File: src/rtl/i2s_ser_pkg.sv
package i2s_ser_pkg;

    typedef enum logic [1:0] {
        ST_IDLE  = 2'd0,
        ST_PRIME = 2'd1,
        ST_LEFT  = 2'd2,
        ST_RIGHT = 2'd3
    } ser_state_e;

endpackage

File: src/rtl/i2s_bus_regs.sv
module i2s_bus_regs #(
    parameter int unsigned DATA_W     = 16,
    parameter int unsigned ADDR_W     = 3,
    parameter int unsigned ADDR_LEFT  = 0,
    parameter int unsigned ADDR_RIGHT = 1,
    parameter int unsigned ADDR_CTRL  = 2
) (
    input  logic              clk,
    input  logic              rst_n,
    input  logic              cs_i,
    input  logic              we_i,
    input  logic [ADDR_W-1:0] addr_i,
    input  logic [DATA_W-1:0] wdata_i,
    input  logic              load_i,
    output logic [DATA_W-1:0] hold_l_o,
    output logic [DATA_W-1:0] hold_r_o,
    output logic              run_flag_o,
    output logic              irq_o
);

    localparam logic [ADDR_W-1:0] A_LEFT  = ADDR_W'(ADDR_LEFT);
    localparam logic [ADDR_W-1:0] A_RIGHT = ADDR_W'(ADDR_RIGHT);
    localparam logic [ADDR_W-1:0] A_CTRL  = ADDR_W'(ADDR_CTRL);

    logic strobe;
    logic wr_left;
    logic wr_right;
    logic wr_ctrl;

    // A write needs both strobes in the same cycle.
    assign strobe   = cs_i && we_i;
    assign wr_left  = strobe && (addr_i == A_LEFT);
    assign wr_right = strobe && (addr_i == A_RIGHT);
    assign wr_ctrl  = strobe && (addr_i == A_CTRL);

    always_ff @(posedge clk or negedge rst_n) begin
        if (!rst_n) begin
            hold_l_o <= '0;
            hold_r_o <= '0;
        end else begin
            if (wr_left) begin
                hold_l_o <= wdata_i;
            end
            if (wr_right) begin
                hold_r_o <= wdata_i;
            end
        end
    end

    always_ff @(posedge clk or negedge rst_n) begin
        if (!rst_n) begin
            run_flag_o <= 1'b0;
        end else if (wr_ctrl) begin
            run_flag_o <= wdata_i[0];
        end
    end

    // The frame load sets the request; a right-register write clears it.
    // The set wins when both happen in the same cycle.
    always_ff @(posedge clk or negedge rst_n) begin
        if (!rst_n) begin
            irq_o <= 1'b0;
        end else if (load_i) begin
            irq_o <= 1'b1;
        end else if (wr_right) begin
            irq_o <= 1'b0;
        end
    end

    assert_no_write_without_strobe_R5: assert property (
        @(posedge clk) disable iff (!rst_n)
        !(cs_i && we_i) |=> ($stable(hold_l_o) && $stable(hold_r_o) && $stable(run_flag_o))
    );

    assert_irq_rises_on_load_R8: assert property (
        @(posedge clk) disable iff (!rst_n)
        $rose(irq_o) |-> $past(load_i)
    );

    assert_irq_falls_on_right_write_R8: assert property (
        @(posedge clk) disable iff (!rst_n)
        $fell(irq_o) |-> ($past(cs_i) && $past(we_i) && ($past(addr_i) == A_RIGHT))
    );

endmodule

File: src/rtl/i2s_sck_gen.sv
module i2s_sck_gen #(
    parameter int unsigned CLK_DIV = 4
) (
    input  logic clk,
    input  logic rst_n,
    input  logic run_i,
    output logic sck_o,
    output logic tick_o
);

    localparam int unsigned CNT_W = (CLK_DIV > 2) ? $clog2(CLK_DIV) : 1;
    localparam logic [CNT_W-1:0] CNT_LAST = CNT_W'(CLK_DIV - 1);
    localparam logic [CNT_W-1:0] CNT_HALF = CNT_W'(CLK_DIV / 2);

    logic [CNT_W-1:0] div_cnt;

    always_ff @(posedge clk or negedge rst_n) begin
        if (!rst_n) begin
            div_cnt <= '0;
        end else if (!run_i || (div_cnt == CNT_LAST)) begin
            div_cnt <= '0;
        end else begin
            div_cnt <= div_cnt + CNT_W'(1);
        end
    end

    // Low for the first half of the count, high for the second half.
    // The wrap edge is the falling edge of the bit clock.
    assign sck_o  = (div_cnt >= CNT_HALF);
    assign tick_o = run_i && (div_cnt == CNT_LAST);

    assert_sck_falls_on_wrap_R1: assert property (
        @(posedge clk) disable iff (!rst_n)
        $fell(sck_o) |-> $past(tick_o)
    );

    assert_sck_rises_mid_period_R1: assert property (
        @(posedge clk) disable iff (!rst_n)
        $rose(sck_o) |-> (run_i && (div_cnt == CNT_HALF))
    );

endmodule

File: src/rtl/i2s_tx_fsm.sv
module i2s_tx_fsm
    import i2s_ser_pkg::*;
#(
    parameter int unsigned DATA_W = 16
) (
    input  logic              clk,
    input  logic              rst_n,
    input  logic              run_flag_i,
    input  logic              tick_i,
    input  logic [DATA_W-1:0] hold_l_i,
    input  logic [DATA_W-1:0] hold_r_i,
    output logic              running_o,
    output logic              load_o,
    output logic              sd_o,
    output logic              ws_o
);

    localparam int unsigned FRAME_W = 2 * DATA_W;
    localparam int unsigned BIT_W   = $clog2(FRAME_W);
    localparam logic [BIT_W-1:0] LAST_L = BIT_W'(DATA_W - 1);
    localparam logic [BIT_W-1:0] LAST_F = BIT_W'(FRAME_W - 1);

    ser_state_e         state_q;
    ser_state_e         state_d;
    logic [BIT_W-1:0]   bit_cnt;
    logic [BIT_W-1:0]   nxt_cnt;
    logic [FRAME_W-1:0] frame_sr;
    logic               ws_q;
    logic               frame_end;
    logic               go_idle;

    assign frame_end = tick_i && (state_q == ST_RIGHT) && (bit_cnt == LAST_F);
    assign go_idle   = frame_end && !run_flag_i;
    assign nxt_cnt   = bit_cnt + BIT_W'(1);

    // Next-state logic.
    always_comb begin
        state_d = state_q;
        load_o  = 1'b0;
        unique case (state_q)
            ST_IDLE: begin
                if (run_flag_i) begin
                    state_d = ST_PRIME;
                end
            end
            ST_PRIME: begin
                if (tick_i) begin
                    state_d = ST_LEFT;
                    load_o  = 1'b1;
                end
            end
            ST_LEFT: begin
                if (tick_i && (bit_cnt == LAST_L)) begin
                    state_d = ST_RIGHT;
                end
            end
            ST_RIGHT: begin
                if (frame_end) begin
                    if (run_flag_i) begin
                        state_d = ST_LEFT;
                        load_o  = 1'b1;
                    end else begin
                        state_d = ST_IDLE;
                    end
                end
            end
        endcase
    end

    // State register.
    always_ff @(posedge clk or negedge rst_n) begin
        if (!rst_n) begin
            state_q <= ST_IDLE;
        end else begin
            state_q <= state_d;
        end
    end

    // Shifter, bit counter and word select. All of them change only on a wrap tick.
    always_ff @(posedge clk or negedge rst_n) begin
        if (!rst_n) begin
            frame_sr <= '0;
            bit_cnt  <= '0;
            ws_q     <= 1'b0;
        end else if (load_o) begin
            frame_sr <= {hold_l_i, hold_r_i};
            bit_cnt  <= '0;
            ws_q     <= 1'b0;
        end else if (go_idle) begin
            frame_sr <= '0;
            bit_cnt  <= '0;
            ws_q     <= 1'b0;
        end else if (tick_i && ((state_q == ST_LEFT) || (state_q == ST_RIGHT))) begin
            frame_sr <= {frame_sr[FRAME_W-2:0], 1'b0};
            bit_cnt  <= nxt_cnt;
            // Word select leads the word by one bit: it is high from the left LSB
            // up to, but not including, the right LSB.
            ws_q     <= (nxt_cnt >= LAST_L) && (nxt_cnt != LAST_F);
        end
    end

    assign running_o = (state_q != ST_IDLE);
    assign sd_o      = ((state_q == ST_LEFT) || (state_q == ST_RIGHT)) && frame_sr[FRAME_W-1];
    assign ws_o      = ws_q;

    assert_idle_lines_low_R9: assert property (
        @(posedge clk) disable iff (!rst_n)
        (state_q == ST_IDLE) |-> (!sd_o && !ws_o)
    );

    assert_load_starts_left_R3: assert property (
        @(posedge clk) disable iff (!rst_n)
        load_o |=> ((state_q == ST_LEFT) && !ws_o)
    );

    assert_left_count_range_R4: assert property (
        @(posedge clk) disable iff (!rst_n)
        (state_q == ST_LEFT) |-> (bit_cnt <= LAST_L)
    );

    assert_prime_data_low_R6: assert property (
        @(posedge clk) disable iff (!rst_n)
        (state_q == ST_PRIME) |-> (!sd_o && !ws_o)
    );

endmodule

File: src/rtl/i2s_bus_serializer.sv
module i2s_bus_serializer #(
    parameter int unsigned DATA_W     = 16,
    parameter int unsigned ADDR_W     = 3,
    parameter int unsigned CLK_DIV    = 4,
    parameter int unsigned ADDR_LEFT  = 0,
    parameter int unsigned ADDR_RIGHT = 1,
    parameter int unsigned ADDR_CTRL  = 2
) (
    input  logic              clk,
    input  logic              rst_n,
    input  logic              bus_cs,
    input  logic              bus_we,
    input  logic [ADDR_W-1:0] bus_addr,
    input  logic [DATA_W-1:0] bus_wdata,
    output logic              irq,
    output logic              i2s_sck,
    output logic              i2s_ws,
    output logic              i2s_sd
);

    logic [DATA_W-1:0] hold_l;
    logic [DATA_W-1:0] hold_r;
    logic              run_flag;
    logic              running;
    logic              load;
    logic              tick;

    i2s_bus_regs #(
        .DATA_W     (DATA_W),
        .ADDR_W     (ADDR_W),
        .ADDR_LEFT  (ADDR_LEFT),
        .ADDR_RIGHT (ADDR_RIGHT),
        .ADDR_CTRL  (ADDR_CTRL)
    ) u_regs (
        .clk        (clk),
        .rst_n      (rst_n),
        .cs_i       (bus_cs),
        .we_i       (bus_we),
        .addr_i     (bus_addr),
        .wdata_i    (bus_wdata),
        .load_i     (load),
        .hold_l_o   (hold_l),
        .hold_r_o   (hold_r),
        .run_flag_o (run_flag),
        .irq_o      (irq)
    );

    i2s_sck_gen #(
        .CLK_DIV (CLK_DIV)
    ) u_sck (
        .clk    (clk),
        .rst_n  (rst_n),
        .run_i  (running),
        .sck_o  (i2s_sck),
        .tick_o (tick)
    );

    i2s_tx_fsm #(
        .DATA_W (DATA_W)
    ) u_fsm (
        .clk        (clk),
        .rst_n      (rst_n),
        .run_flag_i (run_flag),
        .tick_i     (tick),
        .hold_l_i   (hold_l),
        .hold_r_i   (hold_r),
        .running_o  (running),
        .load_o     (load),
        .sd_o       (i2s_sd),
        .ws_o       (i2s_ws)
    );

    assert_sd_moves_on_fall_R2: assert property (
        @(posedge clk) disable iff (!rst_n)
        !$stable(i2s_sd) |-> $fell(i2s_sck)
    );

    assert_ws_moves_on_fall_R3: assert property (
        @(posedge clk) disable iff (!rst_n)
        !$stable(i2s_ws) |-> $fell(i2s_sck)
    );

endmodule

File: config.mk
export PLATFORM = sky130hd
export DESIGN_NAME = i2s_bus_serializer
export DESIGN_NICKNAME = d
export VERILOG_FILES = /design/src/rtl/i2s_ser_pkg.sv /design/src/rtl/i2s_bus_regs.sv /design/src/rtl/i2s_sck_gen.sv /design/src/rtl/i2s_tx_fsm.sv /design/src/rtl/i2s_bus_serializer.sv
export SDC_FILE = /design/constraint.sdc
export NUM_CORES = 1
export LEC_CHECK = 0
export ABC_AREA = 0
export BUFFER_PORTS_ARGS = -buffer_cell sky130_fd_sc_hd__buf_2
export CAP_MARGIN = 30
export CORE_MARGIN = 2
export CORE_UTILIZATION = 50
export CTS_CLUSTER_SIZE = 30
export DETAILED_ROUTE_END_ITERATION = 12
export PLACE_DENSITY = 0.68
export SYNTH_ARGS = -nofsm -noshare
export SYNTH_HDL_FRONTEND = slang
export SYNTH_SLANG_ARGS = --single-unit
File: constraint.sdc
create_clock -name clk -period 1.8 [get_ports clk]
set_input_delay 0.36 -clock clk [delete_from_list [all_inputs] [get_ports clk]]
set_output_delay 0.36 -clock clk [all_outputs]
set_load 0.02 [all_outputs]
==> flow_metrics.env <==
export IMPL_status="finished clean"
export IMPL_cts_tree="built"
export IMPL_grt_pass1_vias=2203
export IMPL_setup_tns_ns=0
export IMPL_place_congestion=0.807
export IMPL_nNetsFinal=317
export IMPL_final_period_utilization_pct=94.9
export IMPL_synthCells=249
export IMPL_grt_pass1_wl_um=10500
export IMPL_setup_viol=0
export IMPL_core_um2=6420
export IMPL_critPathKind="flop to output pin"
export IMPL_drc=0
export IMPL_num_antenna_cells=0
export IMPL_drt_iter0_drc=80
export IMPL_dominantRegCellSynth="dfrtp_1"
export IMPL_cp_data_required_time_ns=1.44
export IMPL_vias_per_cell=5.71
export IMPL_synth_fp_nets=276
export IMPL_hold_class="primary input to flop"
export IMPL_drtAntennaViolNets=0
export IMPL_ios=27
export IMPL_timing_fmax_mhz=586
export IMPL_crit_path_max_fanout=9
export IMPL_cts_buffers_inserted=9
export IMPL_tightest_slew_ns=0.520
export IMPL_p_leak_nw=2.05
export IMPL_wl_um=6190
export IMPL_synth_avg_cell_area_um2=13.4
export IMPL_start_kind="flop"
export IMPL_drv_cap=0
export IMPL_overflow=0
export IMPL_dp_hpwl_um=3870
export IMPL_track_usage_pct=18.8
export IMPL_synth_simple_area_share_pct=5.09
export IMPL_synthAdderAreaFrac_pct=1.50
export IMPL_critical_path_endpoint_type="output pin"
export IMPL_slew_violations=0
export IMPL_synth_most_common_cell="dfrtp_1"
export IMPL_worstPathCellList="buf_4, and2_1, buf_2"
export IMPL_port_buffers=26
export IMPL_regToRegSetupSlack_ns=0.11
export IMPL_die_w_um=85.8
export IMPL_finish_instance_area_um2=3910
export IMPL_powerDensity_nw_per_um2=1520
export IMPL_synth_xor_area_share_pct=0.262
export IMPL_drive_gt1_share_pct=34.9
export IMPL_finClkSkew_ns=0.00885
export IMPL_async_flop_share_pct=100
export IMPL_ir_drop_v=0.000759
export IMPL_yosysTopAreaCell="dfrtp_1"
export IMPL_synthTopCellsByCount="dfrtp_1 (76), a22o_1 (35), a21o_1 (34)"
export IMPL_areaGrowthSynthToFinish_pct=17.0
export IMPL_fin_util_pct=60.9
export IMPL_synth_compound_area_share_pct=20.8
export IMPL_slew_headroom_pct=65.3
export IMPL_yosys_top_cells_area="dfrtp_1 (57%), mux2_2 (11%), a22o_1 (9.2%), a21o_1 (7.6%), buf_6 (2.0%)"
export IMPL_cts_setup_buffers=0
export IMPL_synth_mux_area_share_pct=11.5
export IMPL_min_period_ns=1.71
export IMPL_clock_sinks=76
export IMPL_wl_per_cell_um=16.7
export IMPL_worstPathArrival_ns=1.35
export IMPL_ys_seq_area_share_pct=56.9
export IMPL_critPathMaxStageDelay_ns=0.52
export IMPL_clk_latency_ns=0.35
export IMPL_syn_area_um2=3340
export IMPL_cpMaxStageDelayCell="dfrtp_2"
export IMPL_grt_max_degree=38
export IMPL_start_util_pct=52.1
export IMPL_path_clk_slew_ns=0.08
export IMPL_finalHoldViolCount=0
export IMPL_clockBufferDepth=2
export IMPL_rsz0062_at_grt="no"
export IMPL_dr_pass1_iters=4
export IMPL_synth_edf_count=0
export IMPL_placed_cell_area_um2=3620
export IMPL_num_vias=2125
export IMPL_row_count=29
export IMPL_htree_levels=3
export IMPL_ys_seq_elements=76
export IMPL_synth_top_family_by_area="compound AO/OA/AOI/OAI gates"
export IMPL_cts_root_buf="clkbuf_8"
export IMPL_yosysTopAreaCellShare_pct=56.9
export IMPL_die_area_um2=7360
export IMPL_yosys_warnings=0
export IMPL_synth_distinct_cells=34
export IMPL_fp_dieH_um=85.8
export IMPL_antenna_found_initial=0
-- final timing paths --
path	startpoint	to	cells past startpoint
min in group asynchronous	rst_n	u_sck.div_cnt[1]	2
max reg2reg	u_fsm.bit_cnt[0]	u_fsm.frame_sr[10]	7
min reg2reg	u_regs.hold_l_o[0]	u_fsm.frame_sr[16]	1
max	u_fsm.state_q[1]	i2s_sd	3
max in group asynchronous	rst_n	u_regs.hold_r_o[15]	3
min	bus_wdata[4]	u_regs.hold_l_o[4]	2
-- state kept, by name (all words and copies together), names as in the netlist --
signal,cells
u_regs.hold_r_o,16
u_fsm.frame_sr,32
u_fsm.bit_cnt,5
u_fsm.state_q,2
u_regs.irq_o,1
u_regs.run_flag_o,1
u_fsm.ws_o,1
u_sck.div_cnt,2
u_regs.hold_l_o,16
-- cells by family (layout without fill, tap and decap cells) --
family,count (synthesis),after routing
mux,34,34
xor+xnor,1,1
simple gates,31,31
flops,76,76
fa+ha+maj,4,4
compound gates,85,86
buf+inv,18,63
-- stage by stage --
stage	worst slack [ns]	hold slack [ns]	power, W	cells
after floorplan	0.175	0.0644	0.00379	249
after global placement	-0.0194	0.285	0.00426	354
after detailed placement	-0.0489	0.285	0.00432	354
after CTS	-0.0326	0.234	0.00595	372
after global routing	0.000391	0.235	0.00631	372
final	0.0924	0.246	0.00595	372
-- where the power goes --
| part | leakage [nW] | total (W) | internal (W) | switching [W] |
|---|---|---|---|---|
| Sequential | 0.964 | 0.00250 | 0.00219 | 0.000307 |
| Combinational | 0.958 | 0.00187 | 0.000969 | 0.000901 |
| Clock | 0.124 | 0.00158 | 0.000967 | 0.000617 |
| Total | 2.05 | 0.00595 | 0.00413 | 0.00182 |
-- routing by layer --
layer / vias up / routed length, um / track usage (%)
li1: 1007 / - / -
met1: 1078 / 2930 / 24.7
met2: 32 / 2990 / 30.2
met3: 8 / 213 / 6.16
met4: 0 / 54 / 5.34
met5: - / 0 / 0
-- cell type report --
class | instances | area [um2]
Clock inverter | 5 | 108
Fill cell | 527 | 2510
Clock buffer | 11 | 141
Tap cell | 77 | 96.3
Sequential cell | 76 | 1900
Multi-Input combinational cell | 156 | 1330
Timing Repair Buffer | 44 | 318
Inverter | 3 | 11.3
-- timing repair --
action | 4_1_cts | 5_1_grt
pin swaps | 1 | 0
hold endpoints to repair | 22 | 0
gates cloned | 1 | 0
setup endpoints to repair | 32 | 31
gates resized for setup | 1 | 6
hold buffers | 1 | 0
-- critical path: cells and delay by family (launching register included) --
family / cells / cell delay (ns)
buffers and inverters: 2 / 0.34
AND/OR/NAND/NOR: 1 / 0.13
flip-flops: 1 / 0.52
-- placed cells by master (no fill, tap or decap), drive strengths merged, types with 2 or more instances in the layout --
cell / instances
a21oi: 7
a21o: 34
buf: 43
nor2: 6
nand3b: 2
nand3: 2
nor3: 4
clkbuf: 11
ha: 4
bufinv: 3
nand2: 11
inv: 4
mux2: 34
dfrtp: 76
nor3b: 2
o21ai: 4
a22o: 35
Power figures use the tool's default switching activity.
